File: config.mk
export PLATFORM = sky130hd
export DESIGN_NAME = deemph_filter
export DESIGN_NICKNAME = d
export VERILOG_FILES = /design/src/rtl/deemph_pkg.sv /design/src/rtl/deemph_coef_sel.sv /design/src/rtl/deemph_mac.sv /design/src/rtl/deemph_history.sv /design/src/rtl/deemph_filter.sv
export SDC_FILE = /design/constraint.sdc
export NUM_CORES = 2
export LEC_CHECK = 0
export BUFFER_PORTS_ARGS = -buffer_cell sky130_fd_sc_hd__buf_2
export CORE_MARGIN = 8
export CORE_UTILIZATION = 25
export CTS_CLUSTER_DIAMETER = 30
export DETAILED_ROUTE_END_ITERATION = 6
export SYNTH_ARGS = -nofsm -noshare
export SYNTH_HDL_FRONTEND = slang
export SYNTH_SLANG_ARGS = --single-unit
File: constraint.sdc
create_clock -name clk -period 17.7 [get_ports clk]
set_input_delay 0.885 -clock clk [delete_from_list [all_inputs] [get_ports clk]]
set_output_delay 0.885 -clock clk [all_outputs]
set_load 0.005 [all_outputs]
File: src/rtl/deemph_pkg.sv
package deemph_pkg;

  localparam int SAMPLE_W = 24;
  localparam int COEF_W   = 24;
  localparam int FRAC_W   = 22;

  typedef enum logic [1:0] {
    RATE_32K   = 2'd0,
    RATE_44K1  = 2'd1,
    RATE_48K   = 2'd2,
    RATE_THRU  = 2'd3
  } rate_e;

  typedef struct packed {
    logic signed [COEF_W-1:0] b0;
    logic signed [COEF_W-1:0] b1;
    logic signed [COEF_W-1:0] a1;
  } coef_t;

  // Q2.22 sets from the bilinear map of (1 + s*15us) / (1 + s*50us);
  // b0 + b1 == 1 + a1 in every set, so DC gain is exact.
  localparam coef_t COEF_32K  = '{b0:  24'sd1957342, b1:  24'sd39946,  a1: -24'sd2197016};
  localparam coef_t COEF_44K1 = '{b0:  24'sd1800992, b1: -24'sd250418, a1: -24'sd2643730};
  localparam coef_t COEF_48K  = '{b0:  24'sd1764500, b1: -24'sd318188, a1: -24'sd2747992};

endpackage

File: src/rtl/deemph_coef_sel.sv
module deemph_coef_sel
  import deemph_pkg::*;
(
  input  logic        enable,
  input  logic [1:0]  rate_sel,
  output coef_t       coef,
  output logic        bypass
);

  always_comb begin
    coef   = '0;
    bypass = !enable;
    case (rate_e'(rate_sel))
      RATE_32K:  coef = COEF_32K;
      RATE_44K1: coef = COEF_44K1;
      RATE_48K:  coef = COEF_48K;
      default:   bypass = 1'b1;   // fourth code passes samples through
    endcase
  end

endmodule

File: src/rtl/deemph_mac.sv
module deemph_mac #(
  parameter int DATA_W        = 24,
  parameter int COEF_W        = 24,
  parameter int FRAC_W        = 22,
  parameter bit ROUND_NEAREST = 1'b1
) (
  input  logic signed [DATA_W-1:0] x,
  input  logic signed [DATA_W-1:0] x1,
  input  logic signed [DATA_W-1:0] y1,
  input  logic signed [COEF_W-1:0] b0,
  input  logic signed [COEF_W-1:0] b1,
  input  logic signed [COEF_W-1:0] a1,
  output logic signed [DATA_W-1:0] y,
  output logic                     sat
);

  localparam int AW = DATA_W + COEF_W + 2;
  localparam logic signed [AW-1:0] TOP_V =
    {{(AW-DATA_W+1){1'b0}}, {(DATA_W-1){1'b1}}};
  localparam logic signed [AW-1:0] BOT_V =
    {{(AW-DATA_W+1){1'b1}}, {(DATA_W-1){1'b0}}};
  localparam logic signed [AW-1:0] HALF_LSB =
    {{(AW-FRAC_W){1'b0}}, 1'b1, {(FRAC_W-1){1'b0}}};

  logic signed [AW-1:0] xw, x1w, y1w, b0w, b1w, a1w;
  logic signed [AW-1:0] acc, acc_r, scaled;

  always_comb begin
    xw  = AW'(x);
    x1w = AW'(x1);
    y1w = AW'(y1);
    b0w = AW'(b0);
    b1w = AW'(b1);
    a1w = AW'(a1);
    acc = (xw * b0w) + (x1w * b1w) - (y1w * a1w);
  end

  generate
    if (ROUND_NEAREST) begin : g_round
      assign acc_r = acc + HALF_LSB;
    end else begin : g_trunc
      assign acc_r = acc;
    end
  endgenerate

  assign scaled = acc_r >>> FRAC_W;

  always_comb begin
    sat = 1'b0;
    y   = scaled[DATA_W-1:0];
    if (scaled > TOP_V) begin
      sat = 1'b1;
      y   = TOP_V[DATA_W-1:0];
    end else if (scaled < BOT_V) begin
      sat = 1'b1;
      y   = BOT_V[DATA_W-1:0];
    end
  end

endmodule

File: src/rtl/deemph_history.sv
module deemph_history #(
  parameter int DATA_W = 24
) (
  input  logic                     clk,
  input  logic                     rst_n,
  input  logic [1:0]               rate_sel,
  input  logic                     bypass,
  input  logic                     take,
  input  logic signed [DATA_W-1:0] x_new,
  input  logic signed [DATA_W-1:0] y_new,
  output logic signed [DATA_W-1:0] x1_use,
  output logic signed [DATA_W-1:0] y1_use
);

  logic signed [DATA_W-1:0] x1_q, y1_q;
  logic [1:0]               rate_q;
  logic                     rate_moved;

  assign rate_moved = (rate_sel != rate_q);
  assign x1_use     = rate_moved ? '0 : x1_q;
  assign y1_use     = rate_moved ? '0 : y1_q;

  always_ff @(posedge clk or negedge rst_n) begin
    if (!rst_n) begin
      x1_q   <= '0;
      y1_q   <= '0;
      rate_q <= '0;
    end else begin
      rate_q <= rate_sel;
      if (bypass) begin
        x1_q <= '0;
        y1_q <= '0;
      end else if (take) begin
        x1_q <= x_new;
        y1_q <= y_new;
      end else if (rate_moved) begin
        x1_q <= '0;
        y1_q <= '0;
      end
    end
  end

endmodule

File: src/rtl/deemph_filter.sv
module deemph_filter
  import deemph_pkg::*;
#(
  parameter int DATA_W = SAMPLE_W
) (
  input  logic                     clk,
  input  logic                     rst_n,
  input  logic                     enable,
  input  logic [1:0]               rate_sel,
  input  logic                     in_valid,
  output logic                     in_ready,
  input  logic signed [DATA_W-1:0] in_data,
  output logic                     out_valid,
  input  logic                     out_ready,
  output logic signed [DATA_W-1:0] out_data,
  output logic                     out_sat
);

  coef_t                    coef;
  logic                     bypass;
  logic                     take;
  logic signed [DATA_W-1:0] x1_use, y1_use, y_calc;
  logic                     sat_calc;

  assign in_ready = !out_valid || out_ready;
  assign take     = in_valid && in_ready;

  deemph_coef_sel u_coef (
    .enable   (enable),
    .rate_sel (rate_sel),
    .coef     (coef),
    .bypass   (bypass)
  );

  deemph_history #(.DATA_W(DATA_W)) u_hist (
    .clk      (clk),
    .rst_n    (rst_n),
    .rate_sel (rate_sel),
    .bypass   (bypass),
    .take     (take),
    .x_new    (in_data),
    .y_new    (y_calc),
    .x1_use   (x1_use),
    .y1_use   (y1_use)
  );

  deemph_mac #(
    .DATA_W (DATA_W),
    .COEF_W (COEF_W),
    .FRAC_W (FRAC_W)
  ) u_mac (
    .x   (in_data),
    .x1  (x1_use),
    .y1  (y1_use),
    .b0  (coef.b0),
    .b1  (coef.b1),
    .a1  (coef.a1),
    .y   (y_calc),
    .sat (sat_calc)
  );

  always_ff @(posedge clk or negedge rst_n) begin
    if (!rst_n) begin
      out_valid <= 1'b0;
      out_data  <= '0;
      out_sat   <= 1'b0;
    end else if (take) begin
      out_valid <= 1'b1;
      out_data  <= bypass ? in_data : y_calc;
      out_sat   <= bypass ? 1'b0 : sat_calc;
    end else if (out_ready) begin
      out_valid <= 1'b0;
    end
  end

endmodule

==> flow_summary.ini <==
[global_route]
grt_pass1_vias = 45333
grt_max_degree = 199
grt_first_pass_wirelength_um = 281000
use_met2 = 0.242
gr-total-overflow = 0
grt_util_met1 = 0.191
grt_use_met3 = 0.0184
gr-max-usage-layer = met2
grt_use_total = 0.146
antenna_found_initial = 5

[die]
die_area_um2 = 248000
ios = 58
start_util = 0.251
num_rows = 177
core_um2 = 232000
die_h_um = 498
die_width_um = 498

[yosys]
avgSynthCellArea_um2 = 9.68
synth-edff-count = 0
ys_seq_area_frac = 0.0328
ys_types = 75
synthTopCellsByCount = inv_1, fa_1, ha_1
ys_seq_elements = 76
synth_top_area_share = 0.508
async_reset_ff_frac = 1.00
synth_most_common_cell = inv_1
yosysTopAreaCell = fa_1
synthTopCellsByArea = fa_1, ha_1, inv_1
yosysWarningCount = 0
synthFlopType = dfrtp_1
synthCells = 5993
syn-cell-area_um2 = 58000

[critical_path]
r2r_cells = 41
rr_startpoint = u_hist.rate_q[1]$_DFF_PN0_
startpoint_type = primary input
cp_slowest_cell = nand2_2
cp_common_cell = fa_1
path_max_fanout = 41
cp-end-kind = flop
crit_required_ns = 17.87
startpoint = rate_sel[0]
crit_arrival_ns = 14.69
critPathKind = primary input to flop
cpPeakStageDelay_ns = 0.73

[sta]
setup-tns-final_ns = 0
fmax_mhz = 68.9
rsz0062_at_grt = no
final.period_utilization = 0.820
finalCriticalPeriod_ns = 14.51
tightestPinTransition_ns = 1.19
setup_viol = 0
slew_headroom = 0.209
finalHoldViolations = 0
skew_ns = 0.00986
slew_viol_final = 0

[clock_network]
ctsHoldBuffers = 0
numClockSinks = 76
post_cts_buffers = 0
cts_made_buffers = 9
path_clk_slew_ns = 0.07
cts-root-buf = clkbuf_16
cts_htree_levels = 3
cts-resized-gates = 0
clock_latency_ns = 0.36
clk_path_buf_depth = 2
tritoncts = yes

[placed_design]
numPortBuffers = 57
place.gp.congestion = 0.960
dp_hpwl_um = 160000

[detailed_routing]
wirelength_um = 180000
drt-vias-per-instance = 4.50
post-route-drc-count = 0
num_vias = 40634
drt-initial-drc-count = 3001
wl_per_cell_um = 19.9
final_antenna_net_count = 0
first_pass_iters = 6

[status]
status = finished clean

[worst_hold_path]
hold_depth = 2
hp-class = flop to flop
min_from = out_data[23]$_DFFE_PN0P_

[final_layout]
fillers = 24647
final_layout_size_suffix_gt1_frac = 0.0243
area_delta_synth_final_pct = 7.24
regArea_um2 = 1900
nets = 8188
multi_input_area_um2 = 48700

[flow_run]
maxCapViolCount = 0
## state kept, by name (all words and copies together) (netlist names)
name           cells
u_hist.rate_q      2
out_sat            1
out_data          24
u_hist.x1_q       24
out_valid          1
u_hist.y1_q       24
## critical path, delay by kind of cell
family / cells / cell delay (ns)
xor gates and xnor gates: 1 / 0.30
and+or+nand+nor: 9 / 2.54
adders and majority gates: 12 / 5.30
AOI/OAI and AO/OA: 13 / 3.75
buffers and inverters: 11 / 1.82
## cells in the final DEF, fill, tap and decap left out, types with 10 or more instances in the layout
master       n
inv_1     1858
fa_1      1474
ha_1       706
nand2_1    352
a21oi_1    207
and3_1     145
nor2_1     119
xnor2_1    113
nand3_1     99
a21o_1      88
o21ai_0     81
dfrtp_1     76
xor2_1      74
and2_1      73
buf_2       56
nor2b_1     43
nand4_1     33
buf_4       30
o21bai_1    29
o21a_1      26
nand2b_1    24
a21boi_0    24
nor3_1      22
a211oi_1    20
a31oi_1     17
conb_1      14
a211o_1     11
o211ai_1    10
o31ai_1     10
a22oi_2     10
## stage by stage
| stage | cells | hold WS (ns) | util | instance area, µm² | setup slack [ns] |
|---|---|---|---|---|---|
| 2_1_floorplan | 6005 | 0.483 | - | 58100 | 5.37 |
| 3_3_place_gp | 9006 | 0.501 | 0.267 | 61900 | 3.19 |
| 3_5_place_dp | 9006 | 0.500 | 0.267 | 61900 | 3.03 |
| 4_1_cts | 9022 | 0.518 | 0.269 | 62200 | 3.36 |
| 5_1_grt | 9024 | 0.545 | 0.269 | 62200 | 2.40 |
| 6_report | 9026 | 0.523 | 0.269 | 62200 | 3.19 |
## metal layers
| layer | up-vias | routed length, µm |
|---|---|---|
| met5 | - | 0 |
| met4 | 0 | 10200 |
| met3 | 343 | 10400 |
| met2 | 1397 | 84500 |
| met1 | 20991 | 74900 |
| li1 | 17903 | - |
## path summary, 6_finish.rpt
check                                       endpoint  slack, ns
min in group asynchronous  u_hist.x1_q[11]$_DFF_PN0_       0.70
min                         out_data[23]$_DFFE_PN0P_       0.52
max in group asynchronous   u_hist.y1_q[7]$_DFF_PN0_      16.34
min reg2reg                 out_data[23]$_DFFE_PN0P_       0.52
max                         out_data[13]$_DFFE_PN0P_       3.19
max reg2reg                 out_data[13]$_DFFE_PN0P_       3.98
## final cells by class
type,count,area share
well taps,3043,0.0612
inverters,1860,0.112
diodes,4,0.000161
clock inverters,7,0.000945
repair buffers,87,0.00844
multi-input cells,3940,0.783
flip-flops and latches,76,0.0306
clock buffers,9,0.00362
## cell families after synthesis
kind of cell / share of synthesized area
compound gates: 0.0664
xor+xnor: 0.0282
buf+inv: 0.129
simple gates: 0.0814
fa+ha+maj: 0.661
flops: 0.0328
other cells: 0.000129
mux: 0.000517
Power is not shown: default switching activity piles up to over one toggle a cycle in this logic, so the estimate is an artifact.
